$ cat config.mk
export PLATFORM = sky130hd
export DESIGN_NAME = ecc_mode_ctrl
export DESIGN_NICKNAME = d
export VERILOG_FILES = /design/src/rtl/ecc_mode_pkg.sv /design/src/rtl/ecc_refresh_timer.sv /design/src/rtl/ecc_line_table.sv /design/src/rtl/ecc_seq_fsm.sv /design/src/rtl/ecc_mode_ctrl.sv
export SDC_FILE = /design/constraint.sdc
export NUM_CORES = 1
export LEC_CHECK = 0
export BUFFER_PORTS_ARGS = -buffer_cell sky130_fd_sc_hd__buf_4
export CAP_MARGIN = 20
export CORE_MARGIN = 1.5
export CORE_UTILIZATION = 48
export CTS_BUF_LIST = sky130_fd_sc_hd__clkbuf_16
export CTS_CLUSTER_DIAMETER = 40
export DETAILED_ROUTE_END_ITERATION = 10
export GPL_ROUTABILITY_DRIVEN = 0
export PLACE_DENSITY = 0.67
export SLEW_MARGIN = 20
export SYNTH_ARGS = -nofsm -noshare
export SYNTH_HDL_FRONTEND = slang
export SYNTH_SLANG_ARGS = --single-unit
$ cat constraint.sdc
create_clock -name clk -period 2.5 [get_ports clk]
set_clock_uncertainty 0.05 [all_clocks]
set_input_delay 0.375 -clock clk [delete_from_list [all_inputs] [get_ports clk]]
set_output_delay 0.375 -clock clk [all_outputs]
set_load 0.05 [all_outputs]
$ cat src/rtl/ecc_mode_pkg.sv
package ecc_mode_pkg;

  typedef enum logic [1:0] {
    MODE_ACTIVE = 2'd0,
    MODE_SWEEP  = 2'd1,
    MODE_IDLE   = 2'd2
  } pm_state_t;

  // Operation codes presented to the external codec pair.
  typedef enum logic [1:0] {
    OP_DEC_STRONG = 2'd0,
    OP_DEC_WEAK   = 2'd1,
    OP_ENC_WEAK   = 2'd2,
    OP_ENC_STRONG = 2'd3
  } codec_op_t;

  // Step of the single outstanding codec transaction.
  typedef enum logic [2:0] {
    PH_NONE = 3'd0,
    PH_DS   = 3'd1,
    PH_DW   = 3'd2,
    PH_EW   = 3'd3,
    PH_ES   = 3'd4
  } step_t;

endpackage

$ cat src/rtl/ecc_refresh_timer.sv
module ecc_refresh_timer #(
  parameter int BASE_CYCLES  = 200000,
  parameter int ACTIVE_BASES = 64,
  parameter int IDLE_BASES   = 1000,
  localparam int CYC_W = (BASE_CYCLES > 1) ? $clog2(BASE_CYCLES) : 1,
  localparam int MAXB  = (ACTIVE_BASES > IDLE_BASES) ? ACTIVE_BASES : IDLE_BASES,
  localparam int PER_W = (MAXB > 1) ? $clog2(MAXB) : 1
) (
  input  logic clk,
  input  logic rst,
  input  logic long_mode,
  output logic refresh_tick
);

  localparam logic [CYC_W-1:0] CYC_LAST = CYC_W'(BASE_CYCLES - 1);
  localparam logic [PER_W-1:0] ACT_LAST = PER_W'(ACTIVE_BASES - 1);
  localparam logic [PER_W-1:0] IDL_LAST = PER_W'(IDLE_BASES - 1);

  logic [CYC_W-1:0] cyc_cnt;
  logic [PER_W-1:0] per_cnt;
  logic             long_q;
  logic [PER_W-1:0] per_last;

  assign per_last = long_q ? IDL_LAST : ACT_LAST;

  always_ff @(posedge clk) begin
    if (rst) begin
      cyc_cnt      <= '0;
      per_cnt      <= '0;
      long_q       <= 1'b0;
      refresh_tick <= 1'b0;
    end else if (long_mode != long_q) begin
      // period selection changed: restart the whole schedule
      long_q       <= long_mode;
      cyc_cnt      <= '0;
      per_cnt      <= '0;
      refresh_tick <= 1'b0;
    end else begin
      refresh_tick <= 1'b0;
      if (cyc_cnt == CYC_LAST) begin
        cyc_cnt <= '0;
        if (per_cnt == per_last) begin
          per_cnt      <= '0;
          refresh_tick <= 1'b1;
        end else begin
          per_cnt <= per_cnt + PER_W'(1);
        end
      end else begin
        cyc_cnt <= cyc_cnt + CYC_W'(1);
      end
    end
  end

endmodule

$ cat src/rtl/ecc_line_table.sv
module ecc_line_table #(
  parameter int LINES = 64,
  localparam int LINE_W = (LINES > 1) ? $clog2(LINES) : 1
) (
  input  logic              clk,
  input  logic              rst,
  input  logic [LINE_W-1:0] rd_addr,
  output logic              rd_strong,
  input  logic              set_en,
  input  logic [LINE_W-1:0] set_addr,
  input  logic              clr_en,
  input  logic [LINE_W-1:0] clr_addr
);

  // One strength flag per line, 1 = strong code. Kept in flops so reset
  // can mark every line strong in a single cycle.
  logic [LINES-1:0] strong_q;

  assign rd_strong = strong_q[rd_addr];

  for (genvar g = 0; g < LINES; g++) begin : g_flag
    always_ff @(posedge clk) begin
      if (rst) begin
        strong_q[g] <= 1'b1;
      end else if (set_en && (set_addr == LINE_W'(g))) begin
        strong_q[g] <= 1'b1;
      end else if (clr_en && (clr_addr == LINE_W'(g))) begin
        strong_q[g] <= 1'b0;
      end
    end
  end

endmodule

$ cat src/rtl/ecc_seq_fsm.sv
module ecc_seq_fsm
  import ecc_mode_pkg::*;
#(
  parameter int LINES = 64,
  localparam int LINE_W = (LINES > 1) ? $clog2(LINES) : 1,
  localparam int PTR_W  = $clog2(LINES + 1)
) (
  input  logic              clk,
  input  logic              rst,
  input  logic              idle_req,
  input  logic              acc_valid,
  input  logic [LINE_W-1:0] acc_addr,
  output logic              acc_ready,
  output logic              acc_done,
  output logic              acc_slow,
  output logic              cdc_req,
  output codec_op_t         cdc_op,
  output logic [LINE_W-1:0] cdc_addr,
  input  logic              cdc_ack,
  output logic [LINE_W-1:0] tbl_rd_addr,
  input  logic              tbl_rd_strong,
  output logic              tbl_set_en,
  output logic              tbl_clr_en,
  output logic              idle_mode,
  output logic              sweep_busy
);

  localparam logic [PTR_W-1:0] PTR_END = PTR_W'(LINES);

  pm_state_t         state;
  step_t             step;
  logic [LINE_W-1:0] cur_addr;
  logic [PTR_W-1:0]  ptr;

  // The table is looked up at the access index while active and at the
  // sweep pointer while sweeping.
  assign tbl_rd_addr = (state == MODE_SWEEP) ? ptr[LINE_W-1:0] : acc_addr;
  assign tbl_clr_en  = (step == PH_EW) && cdc_ack;
  assign tbl_set_en  = (step == PH_ES) && cdc_ack;

  assign acc_ready  = (state == MODE_ACTIVE) && (step == PH_NONE);
  assign cdc_req    = (step != PH_NONE);
  assign cdc_addr   = cur_addr;
  assign idle_mode  = (state == MODE_IDLE);
  assign sweep_busy = (state == MODE_SWEEP);

  always_comb begin
    case (step)
      PH_DS:   cdc_op = OP_DEC_STRONG;
      PH_DW:   cdc_op = OP_DEC_WEAK;
      PH_EW:   cdc_op = OP_ENC_WEAK;
      PH_ES:   cdc_op = OP_ENC_STRONG;
      default: cdc_op = OP_DEC_WEAK;
    endcase
  end

  always_ff @(posedge clk) begin
    if (rst) begin
      state    <= MODE_ACTIVE;
      step     <= PH_NONE;
      cur_addr <= '0;
      ptr      <= '0;
      acc_done <= 1'b0;
      acc_slow <= 1'b0;
    end else begin
      acc_done <= 1'b0;
      if (step == PH_NONE) begin
        case (state)
          MODE_ACTIVE: begin
            if (acc_valid) begin
              cur_addr <= acc_addr;
              step     <= tbl_rd_strong ? PH_DS : PH_DW;
            end else if (idle_req) begin
              state <= MODE_SWEEP;
              ptr   <= '0;
            end
          end
          MODE_SWEEP: begin
            if (!idle_req) begin
              state <= MODE_ACTIVE;
            end else if (ptr == PTR_END) begin
              state <= MODE_IDLE;
            end else if (!tbl_rd_strong) begin
              cur_addr <= ptr[LINE_W-1:0];
              step     <= PH_DW;
            end else begin
              ptr <= ptr + PTR_W'(1);
            end
          end
          MODE_IDLE: begin
            if (!idle_req) state <= MODE_ACTIVE;
          end
          default: state <= MODE_ACTIVE;
        endcase
      end else if (cdc_ack) begin
        case (step)
          PH_DS: step <= PH_EW;
          PH_EW: begin
            step     <= PH_NONE;
            acc_done <= 1'b1;
            acc_slow <= 1'b1;
          end
          PH_DW: begin
            if (state == MODE_SWEEP) begin
              step <= PH_ES;
            end else begin
              step     <= PH_NONE;
              acc_done <= 1'b1;
              acc_slow <= 1'b0;
            end
          end
          PH_ES: begin
            step <= PH_NONE;
            ptr  <= ptr + PTR_W'(1);
          end
          default: step <= PH_NONE;
        endcase
      end
    end
  end

endmodule

$ cat src/rtl/ecc_mode_ctrl.sv
module ecc_mode_ctrl
  import ecc_mode_pkg::*;
#(
  parameter int LINES        = 64,
  parameter int BASE_CYCLES  = 200000,
  parameter int ACTIVE_BASES = 64,
  parameter int IDLE_BASES   = 1000,
  localparam int LINE_W = (LINES > 1) ? $clog2(LINES) : 1
) (
  input  logic              clk,
  input  logic              rst,
  input  logic              idle_req,
  input  logic              acc_valid,
  input  logic [LINE_W-1:0] acc_addr,
  output logic              acc_ready,
  output logic              acc_done,
  output logic              acc_slow,
  output logic              cdc_req,
  output logic [1:0]        cdc_op,
  output logic [LINE_W-1:0] cdc_addr,
  input  logic              cdc_ack,
  output logic              refresh_tick,
  output logic              idle_mode,
  output logic              sweep_busy
);

  logic [LINE_W-1:0] rd_addr;
  logic              rd_strong;
  logic              set_en;
  logic              clr_en;
  codec_op_t         op_enum;

  assign cdc_op = op_enum;

  ecc_seq_fsm #(.LINES(LINES)) u_fsm (
    .clk          (clk),
    .rst          (rst),
    .idle_req     (idle_req),
    .acc_valid    (acc_valid),
    .acc_addr     (acc_addr),
    .acc_ready    (acc_ready),
    .acc_done     (acc_done),
    .acc_slow     (acc_slow),
    .cdc_req      (cdc_req),
    .cdc_op       (op_enum),
    .cdc_addr     (cdc_addr),
    .cdc_ack      (cdc_ack),
    .tbl_rd_addr  (rd_addr),
    .tbl_rd_strong(rd_strong),
    .tbl_set_en   (set_en),
    .tbl_clr_en   (clr_en),
    .idle_mode    (idle_mode),
    .sweep_busy   (sweep_busy)
  );

  ecc_line_table #(.LINES(LINES)) u_table (
    .clk      (clk),
    .rst      (rst),
    .rd_addr  (rd_addr),
    .rd_strong(rd_strong),
    .set_en   (set_en),
    .set_addr (cdc_addr),
    .clr_en   (clr_en),
    .clr_addr (cdc_addr)
  );

  ecc_refresh_timer #(
    .BASE_CYCLES (BASE_CYCLES),
    .ACTIVE_BASES(ACTIVE_BASES),
    .IDLE_BASES  (IDLE_BASES)
  ) u_timer (
    .clk         (clk),
    .rst         (rst),
    .long_mode   (idle_mode),
    .refresh_tick(refresh_tick)
  );

endmodule

# After elaboration in Yosys (flattened, before gate mapping)
# Cells that the tools add are included.
[totals]
reg_bits = 114
inputBits = 11
output_inout_bits = 15
wordCells = 424
[op_classes]
addsub = 3
n_lt_le_gt_ge = 1
n_eq_ne = 90
n_mux = 41
bitwise = 3
reduce_logical = 212
[ops]
columns = ["op", "count"]
rows = [
  ["6-bit == test (second input constant)", 32],
  ["1-bit logical AND", 131],
  ["2-bit OR reduction", 65],
  ["6-bit by 5-bit == test with 1-bit output (second input constant)", 16],
  ["7-bit 2-to-1 mux", 8],
  ["6-bit by 4-bit == test with 1-bit output (second input constant)", 8],
  ["6-bit 2-to-1 mux", 5],
  ["6-bit by 3-bit == test with 1-bit output (second input constant)", 4],
  ["3-bit 2-to-1 mux", 7],
  ["10-bit 2-to-1 mux", 2],
  ["18-bit by 1-bit adder with 18-bit output (second input constant)", 1],
  ["18-bit == test (second input constant)", 1],
  ["3-bit != test (second input constant)", 6],
  ["2-bit != test (second input constant)", 8],
  ["7-bit case mux with 2 select lines", 1],
  ["6-bit by 2-bit == test with 1-bit output (second input constant)", 2],
  ["2-bit 2-to-1 mux", 6],
  ["2-bit case mux with 3 select lines", 2],
  ["3-bit case mux with 2 select lines", 2],
  ["6-bit case mux with 2 select lines", 1],
  ["6-bit AND reduction", 2],
  ["10-bit by 1-bit adder with 10-bit output (second input constant)", 1],
  ["10-bit == test", 1],
  ["3-bit by 2-bit != test with 1-bit output (second input constant)", 3],
  ["other kinds (23)", 35],
]

# Longest topological paths before layout
# Gate-level depths: netlist of the first run.
[depth]
ltp_word = 9
mapped_depth = 12
mapped_depth_nobuf = 10

# Modules after synthesis
# Synthesis of the first run repeated with hierarchy kept, for this count alone.
[hier_totals]
cells_unflattened = 630
area_unflattened_um2 = 5709.2
[modules_own_cells]
columns = ["mod", "n_inst", "cells_each", "area_each_um2"]
rows = [
  ["ecc_line_table", 1, 330, 3093.0],
  ["ecc_refresh_timer", 1, 156, 1401.3],
  ["ecc_seq_fsm", 1, 144, 1214.9],
]

# Worst setup path after synthesis of the first run
# OpenSTA, ideal clock, no wires.
[synth_path]
path_type = "flip-flop to flip-flop"
start = "register u_fsm.state[1]"
end = "register u_fsm.cur_addr[0] (netlist: u_fsm.cdc_addr[0])"
setup_time_ps = 123
arrival_ps = 2659
setup_slack_ps = -332
stages_incl_launch_ff = 12
n_path_buf = 2
cell_sequence = "dfxtp_1 nand2b_1 buf_6 buf_2 clkinv_1 o31ai_1 o221ai_1 nor4_1 a31oi_1 a21oi_1 o21ai_2 mux2_1"
[synth_between]
elab_chain_len = 6
elab_cells_between_ends = 12
[synth_lines]
columns = ["element", "line", "rtl"]
rows = [
  ["start, declared", "ecc_seq_fsm.sv:30", "pm_state_t state;"],
  ["start signal, assigned", "ecc_seq_fsm.sv:59", "state <= MODE_ACTIVE;"],
  ["start signal, assigned", "ecc_seq_fsm.sv:74", "state <= MODE_SWEEP;"],
  ["start signal, assigned", "ecc_seq_fsm.sv:80", "state <= MODE_ACTIVE;"],
  ["2-bit by 1-bit == test with 1-bit output *", "--", ""],
  ["net sweep_busy", "ecc_mode_ctrl.sv:24", "output logic sweep_busy"],
  ["6-bit 2-to-1 mux", "ecc_seq_fsm.sv:37", "assign tbl_rd_addr = (state == MODE_SWEEP) ? ptr[LINE_W-1:0] : acc_addr;"],
  ["1-bit binary-select mux with 6-bit select", "ecc_line_table.sv:19", "assign rd_strong = strong_q[rd_addr];"],
  ["1-bit 2-to-1 mux (not written as such)", "ecc_line_table.sv:19", ""],
  ["2-bit != test (no line)", "--", ""],
  ["6-bit AND reduction (no line)", "--", ""],
  ["end signal, assigned", "ecc_seq_fsm.sv:71", "cur_addr <= acc_addr;"],
  ["end signal, assigned", "ecc_seq_fsm.sv:84", "cur_addr <= ptr[LINE_W-1:0];"],
  ["end, declared", "ecc_seq_fsm.sv:32", "logic [LINE_W-1:0] cur_addr;"],
]
# Mark *: on every way through the listed nets, which the timed path passes. The rest lies on a longest branch. The select of a mux whose other input is x is not followed.
# A chain may end at the register's enable or synchronous reset.

# Final worst setup path of the first run
[layout_path]
start = "register u_fsm.state[1]"
end = "register u_fsm.cur_addr[2] (netlist: u_fsm.cdc_addr[2])"
[layout_between]
elab_chain_len = 6
elab_cells_between_ends = 12
[layout_lines]
columns = ["element", "line"]
rows = [
  ["2-bit by 1-bit == test with 1-bit output", "ecc_seq_fsm.sv:37, ecc_seq_fsm.sv:68"],
  ["6-bit 2-to-1 mux", "ecc_seq_fsm.sv:37"],
  ["1-bit binary-select mux with 6-bit select", "ecc_line_table.sv:19"],
  ["1-bit 2-to-1 mux (not written as such)", "ecc_line_table.sv:19"],
  ["2-bit != test (no line)", "--"],
  ["6-bit AND reduction (no line)", "--"],
]
# Several ways; a longest one is shown, not always the timed one. The select of a mux whose other input is x is not followed.

==> impl_metrics.ini, run 1 <==
[critical_path]
r2r_slack_ns = -0.20
r2r_start = u_fsm.state[1]
path_class = register to register
reg2reg_depth = 12
cp-start-kind = register
cp.arrival_ns = 2.96
r2r-end = u_fsm.cdc_addr[2]
cp.required_ns = 2.75
end_kind = register
crit_path_max_fanout = 6
cp-startpoint = u_fsm.state[1]

[synth]
synth.distinct_cells = 56
synth_warnings = 0
yosysMostFrequentCell = dfxtp_1
synth_top_flop_cell = dfxtp_1
netlist.area_leader.share_pct = 40.8
ys_ff_latch = 114
synth.area.top_cells = dfxtp_1 41%, a221o_1 11%, nand2_1 6.6%, mux2i_1 5.4%, nor2_1 4.9%
syn_nets = 652
yosysSeqAreaShare_pct = 40.8
synthTopCellsByCount = 114 x dfxtp_1, 99 x nand2_1, 73 x nor2_1, 64 x a221o_1, 30 x mux2i_1
synth_top_area_cell = dfxtp_1
synth_edf_count = 0
synthArstFlopShare_pct = 0
syn_inst = 637
synth.avg_cell_area_um2 = 8.78
syn-cell-area_um2 = 5590

[global_routing]
grt_usage_pct = 25.7
grt_pass1_wl_um = 25300
antenna_found_initial = 0
grt_pass1_vias = 4977
grt_max_degree = 49
grt_overflow = 0

[cts]
numCtsBuffers = 17
clkSinkCount = 114
clk_latency_ns = 0.42
clock-root-buffer = clkbuf_16
cts-htree-levels = 4
cts_max_path_buffers = 2
cts_tree = done
postCtsHoldBufs = 0
clk_pin_slew_ns = 0.06

[final_layout]
syn2layout_area_growth_pct = 30.5
multi_input_area_um2 = 3440
diodes = 0
fill_cells = 918
fin_util_pct = 64.2
stdcell_area_um2 = 7300
fin_nets = 729
drive_above_1_share_pct = 25.2
seqCellArea_um2 = 2280

[floorplanning]
fp.dieW_um = 111
initial_core_util_pct = 49.2
dieArea_um2 = 12300
core-area_um2 = 11400
pin_count = 26
die_h_um = 111
rows = 39

[detailed_routing]
num_vias = 5306
routed_via_density = 6.10
detail-route-antenna-nets = 0
drt_wl_total_um = 15800
dr.first_iter.drc_count = 478
drc = 0
firstDrtPassIters = 5
route.detailed.wl_per_inst_um = 18.1

[power_and_ir_drop]
power_switching_w = 0.00193
p_comb_share_pct = 25.6
p_sw_share_pct = 32.8
p_int_w = 0.00396
peakVddDrop_mv = 0.602
leakagePower_nw = 2.68
power.density_nw_per_um2 = 808
pwr-share-seq_pct = 33.6
pwr-share-clk_pct = 40.7

[sta]
relSlewSlack_pct = 42.3
worstMarginPinSlew_ns = 0.864
setup_slack_ns = -0.204
setup_viol = 15
final_hold_viol_count = 0
finalMaxSlewViolations = 0
fmax_mhz = 370
rsz0062_at_grt = true
fin_crit_ns = 2.70
hold-worst-slack_ns = 0.210
finalCritPeriodShare_pct = 108

[place]
placed_area_um2 = 6330
post-place-ws_ns = -0.269
dp_hpwl_um = 10500
port_buffers = 25

[status]
violations = setup timing
status = complete, but fails checks

[worst_hold_path]
holdPathStages = 3
min-delay-start = acc_valid
holdPathEnd = u_fsm.state[0]
hp-class = primary input to register

[run]
timing.max_cap.violations = 0
## kinds of logic (layout without fill, tap and decap cells)
logic type | after synthesis | after routing | synth area share, %
mux | 41 | 41 | 8.30
fa+ha+maj | 4 | 4 | 0.895
compound gates | 131 | 131 | 19.8
flops | 114 | 114 | 40.8
buf+inv | 45 | 135 | 3.49
simple gates | 276 | 276 | 22.7
xor+xnor | 26 | 26 | 4.07
## placed cells by master (no fill, tap or decap), types with 8 or more instances in the layout
cell / Yosys / routed
nor2_1: 73 / 72
nor2b_1: 13 / 11
o21ai_0: 12 / 8
nand3_1: 18 / 18
buf_4: 4 / 76
a21oi_1: 18 / 17
nor3_1: 22 / 19
mux2i_1: 30 / 16
inv_1: 13 / 13
nand4_1: 10 / 10
mux2i_2: 1 / 9
xnor2_1: 11 / 11
nand2b_1: 9 / 8
clkbuf_16: 0 / 17
nand2_1: 99 / 98
buf_6: 1 / 8
xor2_1: 15 / 15
dfxtp_1: 114 / 113
a221o_1: 64 / 64
## per-stage QoR
stage / power (W) / TNS, ns / cells
after floorplan: 0.00286 / -0.277 / 637
after global placement: 0.00328 / -2.12 / 828
after detailed placement: 0.00330 / -3.28 / 828
after CTS: 0.00580 / -2.67 / 864
after global routing: 0.00611 / -4.30 / 870
final: 0.00589 / -2.44 / 870
## state kept, by name (all words and copies together), names as in the netlist
| signal | flops |
|---|---|
| u_fsm.acc_slow | 1 |
| u_timer.per_cnt | 10 |
| u_table.strong_q | 64 |
| u_fsm.step | 3 |
| u_fsm.state | 2 |
| u_fsm.cdc_addr | 6 |
| u_timer.refresh_tick | 1 |
| u_timer.cyc_cnt | 18 |
| u_timer.long_q | 1 |
| u_fsm.ptr | 7 |
| u_fsm.acc_done | 1 |
## how the worst max path moves through the flow
stage | endpoint | slack (ns)
2_1_floorplan | u_fsm.cdc_addr[0] | -0.04
3_3_place_gp | u_fsm.cdc_addr[4] | -0.18
3_5_place_dp | u_fsm.cdc_addr[2] | -0.27
4_1_cts | u_fsm.cdc_addr[4] | -0.23
5_1_grt | u_fsm.ptr[3] | -0.33
6_report | u_fsm.cdc_addr[2] | -0.20
## metal layers
layer	global-route usage (%)	up-vias	part of all wire (%)
met2	41.0	205	46
met4	9.49	0	1.7
met1	34.3	2558	46
li1	-	2511	-
met5	0	-	0
met3	5.36	32	6.3
## power groups by stage
| stage | sequential, W | combinational (W) | clock [W] |
|---|---|---|---|
| floorplan | 0.00208 | 0.000784 | 0 |
| global placement | 0.00201 | 0.00127 | 0 |
| detailed placement | 0.00201 | 0.00129 | 0 |
| CTS | 0.00197 | 0.00139 | 0.00243 |
| global route | 0.00199 | 0.00160 | 0.00251 |
| finish | 0.00198 | 0.00151 | 0.00240 |
## critical path: stages, from the launching register on
cell	delay, ns
dfxtp_2	0.32
nand2b_4	0.16
mux2i_4	0.30
buf_8	0.15
buf_8	0.12
buf_4	0.12
mux2i_1	0.08
o221ai_1	0.23
o21ai_2	0.11
a31oi_4	0.22
a21oi_2	0.10
o21ai_4	0.29
mux2_4	0.33
## cell type report
cell class,instances,share of cell area [%]
clock buffer,17,5.83
sequential,114,31.3
clock inverter,15,2.19
inverter,14,0.789
tap,143,2.45
multi-input combinational,478,47.2
timing repair buffer,89,10.3
## what timing repair did
| item | CTS | global route |
|---|---|---|
| setup buffers | 4 | 6 |
| resized for setup | 29 | 35 |
| setup endpoints to repair | 15 | 15 |
| pin swaps | 5 | 15 |
(Power assumes the default switching activity.)
==> inputs of run 2 (changes only) <==
--- a/config.mk
+++ b/config.mk
@@ -7,13 +7,15 @@
 export LEC_CHECK = 0
 export BUFFER_PORTS_ARGS = -buffer_cell sky130_fd_sc_hd__buf_4
 export CAP_MARGIN = 20
+export CELL_PAD_IN_SITES_DETAIL_PLACEMENT = 0
+export CELL_PAD_IN_SITES_GLOBAL_PLACEMENT = 1
 export CORE_MARGIN = 1.5
-export CORE_UTILIZATION = 48
+export CORE_UTILIZATION = 43
 export CTS_BUF_LIST = sky130_fd_sc_hd__clkbuf_16
 export CTS_CLUSTER_DIAMETER = 40
 export DETAILED_ROUTE_END_ITERATION = 10
 export GPL_ROUTABILITY_DRIVEN = 0
-export PLACE_DENSITY = 0.67
+export PLACE_DENSITY = 0.76
 export SLEW_MARGIN = 20
 export SYNTH_ARGS = -nofsm -noshare
 export SYNTH_HDL_FRONTEND = slang
==> run 2 against run 1 <==
  * The run still ends with setup timing left
  * Non-clock buffer count rose by 11
  * Wire length up 2.0%
  * Fmax is 3.3% lower
  * Sequential power hardly changed
  * Register-to-register slack lost 0.09 ns
  * Critical path type unchanged
  * Largest power group unchanged
==> impl_metrics.ini, run 2 (synthesis gave the netlist of run 1 again) <==
[sta]
finalCritPeriodShare_pct = 112
finalMaxSlewViolations = 0
setup_slack_ns = -0.296
fin_crit_ns = 2.80
fmax_mhz = 358
final_hold_viol_count = 0
rsz0062_at_grt = true
relSlewSlack_pct = 43.8
setup_viol = 15
worstMarginPinSlew_ns = 0.840
hold-worst-slack_ns = 0.228

[floorplanning]
fp.dieW_um = 117
pin_count = 26
core-area_um2 = 12700
dieArea_um2 = 13700
initial_core_util_pct = 44.1
die_h_um = 117
rows = 41

[status]
violations = setup timing
status = complete, but fails checks

[detailed_routing]
detail-route-antenna-nets = 0
drt_wl_total_um = 16100
num_vias = 5308
route.detailed.wl_per_inst_um = 17.8
firstDrtPassIters = 5
routed_via_density = 5.85
drc = 0
dr.first_iter.drc_count = 439

[final_layout]
final_common_cell = dfxtp_1
layout_common_cells = 112 x dfxtp_1, 98 x nand2_1, 94 x buf_4
syn2layout_area_growth_pct = 29.2
largest_reg_flops = 64
reg.largest.list = u_table.strong_q x64, u_timer.cyc_cnt x18, u_timer.per_cnt x10
drive_above_1_share_pct = 23.0
regMostFlops = u_table.strong_q
fin_nets = 740
fin_cells = 907
diodes = 0

[cts]
cts-htree-levels = 4
clk_pin_slew_ns = 0.05
clk_latency_ns = 0.42
numCtsBuffers = 17
cts_max_path_buffers = 2
clkSinkCount = 114
clock-root-buffer = clkbuf_16
cts_tree = done

[global_routing]
antenna_found_initial = 0
grt_pass1_wl_um = 25400
grt_overflow = 0
grt_pass1_vias = 4935
grt_max_degree = 39
grt_usage_pct = 24.4

[place]
placed_cells = 866
dp_hpwl_um = 10700
port_buffers = 25

[critical_path]
cp.required_ns = 2.76
end_kind = register
crit_path_max_fanout = 8
cp.arrival_ns = 3.06
path_class = register to register
cp-start-kind = register

[power_and_ir_drop]
peakVddDrop_mv = 0.526
leakagePower_nw = 2.71
power.density_nw_per_um2 = 788

[worst_hold_path]
hp-class = primary input to register

[run]
timing.max_cap.violations = 0
run 2: stage by stage:
step	utilization (%)	area, um2	power (W)	worst slack [ns]	TNS, ns
floorplan	-	5690	0.00286	-0.0427	-0.277
global placement	50.7	6430	0.00332	-0.227	-2.59
detailed placement	50.8	6430	0.00334	-0.257	-3.12
CTS	55.4	7020	0.00557	-0.216	-2.61
global route	57.0	7220	0.00590	-0.386	-5.13
finish	57.0	7220	0.00569	-0.296	-3.72
run 2: layout make-up:
class / count / area, um2
Fill cell: 1132 / 5450
Clock buffer: 17 / 425
Tap cell: 172 / 215
Clock inverter: 12 / 105
Inverter: 14 / 57.6
Sequential cell: 114 / 2280
Multi-Input combinational cell: 478 / 3340
Timing Repair Buffer: 100 / 795
run 2: report_power, final:
part	switching, W	leakage, nW	internal (W)	total (W)
combinational	0.000876	1.52	0.000608	0.00148
sequential	0.000114	0.924	0.00188	0.00199
clock	0.000807	0.266	0.00141	0.00222
total	0.00180	2.71	0.00390	0.00569
run 2: critical path: stages, from the launching register on:
cell	delay [ns]
dfxtp_2	0.32
nand2b_4	0.16
mux2i_4	0.26
buf_12	0.15
buf_12	0.14
mux2i_1	0.24
nor2_1	0.11
nor4_2	0.34
a31oi_4	0.20
buf_4	0.19
a21boi_4	0.19
nor3_2	0.10
a32o_1	0.22
run 2: worst paths after layout:
check,cells past startpoint,start,slack [ns],end
worst min-delay path,3,acc_valid,0.23,u_fsm.state[0]
worst min register to register,1,u_timer.cyc_cnt[0],0.41,u_timer.cyc_cnt[0]
worst max register to register,12,u_fsm.state[1],-0.30,u_fsm.ptr[5]
worst max-delay path,12,u_fsm.state[1],-0.30,u_fsm.ptr[5]
run 2: timing repair:
| action | CTS | global route |
|---|---|---|
| pin swaps | 1 | 10 |
| buffers inserted | 2 | 10 |
| gates resized for setup | 8 | 27 |
| hold buffers | 0 | 0 |
| setup endpoints to repair | 15 | 15 |
run 2: per-layer routing:
layer / routed length, um / up-vias / track usage [%]
met3: 917 / 26 / 5.56
met1: 7400 / 2572 / 32.8
met4: 287 / 0 / 9.48
met5: 0 / - / 0
met2: 7500 / 189 / 38.3
li1: - / 2521 / -
